## config.mk

```make
export PLATFORM = sky130hd
export DESIGN_NAME = twisted_ring_counter
export DESIGN_NICKNAME = d
export VERILOG_FILES = /design/src/rtl/trc_pkg.sv /design/src/rtl/trc_feedback.sv /design/src/rtl/trc_shift_chain.sv /design/src/rtl/trc_state_decoder.sv /design/src/rtl/twisted_ring_counter.sv
export SDC_FILE = /design/constraint.sdc
export NUM_CORES = 1
export LEC_CHECK = 0
export BUFFER_PORTS_ARGS = -buffer_cell sky130_fd_sc_hd__buf_2
export CAP_MARGIN = 20
export CORE_AREA = 2 2 39 41
export CTS_BUF_LIST = sky130_fd_sc_hd__clkbuf_4
export DETAILED_ROUTE_END_ITERATION = 8
export DIE_AREA = 0 0 41 43
export PLACE_DENSITY = 0.37
export SLEW_MARGIN = 10
export SYNTH_ARGS = -nofsm -noshare
export SYNTH_HDL_FRONTEND = slang
export SYNTH_HIERARCHICAL = 1
export SYNTH_SLANG_ARGS = --single-unit
export TNS_END_PERCENT = 5
```

## constraint.sdc

```tcl
create_clock -name clk -period 0.9 [get_ports clk]
set_input_delay 0.18 -clock clk [delete_from_list [all_inputs] [get_ports clk]]
set_output_delay 0.18 -clock clk [all_outputs]
set_load 0.05 [all_outputs]
```

## src/rtl/trc_pkg.sv

```systemverilog
package trc_pkg;

   typedef struct packed {
      int  tap_a;
      bit  inv_a;
      int  tap_b;
      bit  inv_b;
   } tap_pair_t;

   function automatic int modulus_of(input int stages, input bit odd_form);
      return odd_form ? (2 * stages - 1) : (2 * stages);
   endfunction

   // Chooses the two stage bits that single out sequence step k.
   function automatic tap_pair_t pair_for_step(input int stages, input bit odd_form, input int k);
      tap_pair_t p;
      int        zeros;
      if (k == 0) begin
         p.tap_a = stages - 1; p.inv_a = 1'b1;
         p.tap_b = 0;          p.inv_b = 1'b1;
      end else if (k < stages) begin
         p.tap_a = stages - k;     p.inv_a = 1'b0;
         p.tap_b = stages - k - 1; p.inv_b = 1'b1;
      end else if (!odd_form && k == stages) begin
         p.tap_a = stages - 1; p.inv_a = 1'b0;
         p.tap_b = 0;          p.inv_b = 1'b0;
      end else begin
         zeros   = odd_form ? (k - stages + 1) : (k - stages);
         p.tap_a = stages - zeros;     p.inv_a = 1'b1;
         p.tap_b = stages - zeros - 1; p.inv_b = 1'b0;
      end
      return p;
   endfunction

endpackage

```

## src/rtl/trc_feedback.sv

```systemverilog
module trc_feedback #(
   parameter int STAGES      = 4,
   parameter bit ODD_MODULUS = 1'b0
) (
   input  logic [STAGES-1:0] stage_q,
   output logic              feed_bit
);
   generate
      if (ODD_MODULUS) begin : g_odd
         always_comb feed_bit = ~stage_q[0] & ~stage_q[1];
      end else begin : g_even
         always_comb feed_bit = ~stage_q[0];
      end
   endgenerate
endmodule

```

## src/rtl/trc_shift_chain.sv

```systemverilog
module trc_shift_chain #(
   parameter int STAGES = 4
) (
   input  logic              clk,
   input  logic              rst,
   input  logic              shift_en,
   input  logic              feed_bit,
   output logic [STAGES-1:0] stage_q
);
   generate
      for (genvar i = 0; i < STAGES; i++) begin : g_stage
         logic next_bit;
         if (i == STAGES - 1) begin : g_top
            always_comb next_bit = feed_bit;
         end else begin : g_inner
            always_comb next_bit = stage_q[i+1];
         end
         always_ff @(posedge clk) begin
            if (rst)           stage_q[i] <= 1'b0;
            else if (shift_en) stage_q[i] <= next_bit;
         end
      end
   endgenerate
endmodule

```

## src/rtl/trc_state_decoder.sv

```systemverilog
module trc_state_decoder #(
   parameter int STAGES      = 4,
   parameter bit ODD_MODULUS = 1'b0,
   localparam int MODULUS    = trc_pkg::modulus_of(STAGES, ODD_MODULUS)
) (
   input  logic [STAGES-1:0]  stage_q,
   output logic [MODULUS-1:0] state_hot
);
   generate
      for (genvar k = 0; k < MODULUS; k++) begin : g_step
         localparam trc_pkg::tap_pair_t PAIR = trc_pkg::pair_for_step(STAGES, ODD_MODULUS, k);
         localparam int TAP_A = PAIR.tap_a;
         localparam int TAP_B = PAIR.tap_b;
         localparam bit INV_A = PAIR.inv_a;
         localparam bit INV_B = PAIR.inv_b;
         logic term_a;
         logic term_b;
         always_comb begin
            term_a       = stage_q[TAP_A] ^ INV_A;
            term_b       = stage_q[TAP_B] ^ INV_B;
            state_hot[k] = term_a & term_b;
         end
      end
   endgenerate
endmodule

```

## src/rtl/twisted_ring_counter.sv

```systemverilog
module twisted_ring_counter #(
   parameter int STAGES      = 4,
   parameter bit ODD_MODULUS = 1'b0,
   localparam int MODULUS    = trc_pkg::modulus_of(STAGES, ODD_MODULUS)
) (
   input  logic               clk,
   input  logic               rst,
   input  logic               count_en,
   output logic [STAGES-1:0]  stage_q,
   output logic [MODULUS-1:0] state_hot
);
   generate
      if (STAGES < 3) begin : g_bad_stages
         $error("twisted_ring_counter: STAGES must be at least 3");
      end
   endgenerate

   logic feed_bit;

   trc_feedback #(.STAGES(STAGES), .ODD_MODULUS(ODD_MODULUS)) u_feedback (
      .stage_q  (stage_q),
      .feed_bit (feed_bit)
   );

   trc_shift_chain #(.STAGES(STAGES)) u_chain (
      .clk      (clk),
      .rst      (rst),
      .shift_en (count_en),
      .feed_bit (feed_bit),
      .stage_q  (stage_q)
   );

   trc_state_decoder #(.STAGES(STAGES), .ODD_MODULUS(ODD_MODULUS)) u_decode (
      .stage_q   (stage_q),
      .state_hot (state_hot)
   );
endmodule

```

==> impl_results.md <==
- Die Span Y: about 43 um
- Final min period: approximately 1100 ps
- Final Cycle Share: 126.7%
- Remaining DRCs: 0
- FMAX: between 800 and 900 MHz
- Worst setup margin: -240.7 ps
- Place WS: -139.6 ps
- Post-Syn Instances: 25
- H-Tree Depth: 1
- Leakage: 0.2382 nW
- Share of cells above drive strength 1: 80.00%
- Post-Syn Area: 219.0 um2
- Relative slew slack: 83.62%
- 1st-iter DRT viols: 9
- Crit-path max FO: 6
- Synthesized flop and latch total: 4
- Root buffer cell: clkbuf_4
- Number of global-route vias before repair: ~180
- Max-Cap Viols: 0
- Reg2reg path depth: 4
- Clock Skew: 4.925 ps
- Number of diodes: 0
- Maximum vdd drop: 0.5428 mV
- Gr busiest metal: met2
- Drt total wl: 502 um
- Overall Power: 665.7 uW
- Synth Net Count: 28
- Die area: 0.001763 mm2
- Met2 Usage GRT: around 8.4%
- First drt pass iteration count: 3
- Via density: approximately 3.7
- Routed WL per cell: 8.230 um
- Setup repair after global routing missed its margin: yes
- Final setup fails: 12
- Layout area overhead: 128.6%
- Failing checks: negative setup slack
- Final #Nets: 49
- Clock-pin slew on the worst setup and hold paths: 40 ps
- Avg Cell Area, Syn: about 8.8 um2
- Hold Violations, Final: 0
- Startpoint types: register
- Setup CP Type: reg2out
- DR vias: 223
- I/O pins: 15
- Met3 Track Usage GR: 6.283%
- Starting Density: 15.82%
- Ys Warns: 6
- PD cells: 1330 mW/mm2
- CP required: 720 ps
- Clock Tree Buf Depth: 2
- Register area share after synthesis: 36.57%
- Worst hold stages: 2
- Antenna-violating nets left: 0
- Port Buffer Count: 14
- Worst slew pin tran: 247.5 ps
- Worst-skew pair later-pin latency: 230 ps
- Hold crit path type: in2reg
- Cell variety after synth: 9
- Core area: 0.001384 mm2
- Global-route wire length before repair: roughly 800 um
- DPL Wire Length: 424.9 um
- Row count: 14
- CTS tree: yes
- CP Capture Type: output port
- Global route overflow: 0
- Slew Viols, Final: 0
- Met1 usage in global routing: ~8%
- Die width: 41 um
- GRT Overall Usage: about 7.6%
- Status: finished, violations left
- CTS Buf Count: 3
- Placer Congestion: about 0.71
- Pin count of the biggest net entering global routing: 8
- Worst EP arrival: 960 ps
- Number of clock sinks: 4
- Initial antenna violation count: 0
-- state kept, by name (all words and copies together) (netlist names) --
signal and cells:
u_chain/g_stage.next_bit 3, u_chain/stage_q 1
-- routing by layer --
| layer | wire, um | vias up |
|---|---|---|
| met3 | 50 | 0 |
| met5 | 0 | - |
| met2 | 227 | 12 |
| met4 | 0 | 0 |
| li1 | - | 117 |
| met1 | 223 | 94 |
-- critical path, stage by stage, from the launching register on --
cell and delay (ps):
dfxtp_4 350, and2b_4 250, buf_8 140
-- synth_stat cells --
cell      number  area share, %
inv_1          1            1.7
clkbuf_2       1            2.3
nor2b_1        4             11
nor2_1         5            8.6
dfxtp_1        4             37
and2_1         1            2.9
mux2i_1        4             18
buf_4          3             10
and2b_2        2            8.0
-- repair_timing --
action / 4_1_cts / 5_1_grt
setup endpoints to repair: 12 / 12
pin swaps: 0 / 0
hold buffers: 0 / 0
resized for setup: 27 / 4
setup buffers: 0 / 2
-- path summary, 6_finish.rpt --
kind                            slack, ps                           to                         from
worst min register to register        630  u_chain/g_stage[0].next_bit  u_chain/g_stage[1].next_bit
worst min-delay path                  150  u_chain/g_stage[0].next_bit                          rst
worst max-delay path                 -240                 state_hot[1]  u_chain/g_stage[1].next_bit
worst max register to register         60  u_chain/g_stage[2].next_bit           u_chain/stage_q[0]
-- cells by family after synthesis --
logic type,count (synthesis),synth area share [%]
flops,4,36.57
mux,4,18.29
simple gates,12,30.86
buf+inv,5,14.28
-- cells in the final DEF (no fill, tap or decap) --
cell,synthesis,routed
buf_6,0,6
and2b_4,0,1
nor2_4,0,1
clkbuf_4,0,4
buf_2,0,3
nor2_1,5,4
inv_1,1,1
and2b_2,2,1
and2_4,0,1
buf_4,3,6
nor2b_4,0,4
mux2i_1,4,4
buf_8,0,5
dfxtp_4,0,4
-- report_power, final --
group	internal (mW)	switching, mW	total [mW]
sequential	0.180	0.0144	0.194
combinational	0.0920	0.112	0.204
clock	0.196	0.0715	0.268
-- metrics by stage --
stage | TNS, ps | cell area (um2) | cells | hold WS, ps | utilization [%]
CTS | -2317 | 471.7 | 59 | 137.9 | 34.09
detailed placement | -748.7 | 359.1 | 55 | 392.1 | 25.95
finish | -2098 | 500.5 | 61 | 151.1 | 36.17
global placement | -580.3 | 359.1 | 55 | 386.3 | 25.95
global route | -2636 | 500.5 | 61 | 129.8 | 36.17
floorplan | -705.0 | 286.5 | 25 | 242.7 | -
-- area by class of cell --
type	count	area [um2]
fill	143	883.3
inverter	1	3.754
multi-input combinational	16	148.9
clock buffer	4	30.03
sequential	4	95.09
timing repair buffer	20	202.7
tap	16	20.02
Power figures use the tool's default switching activity.
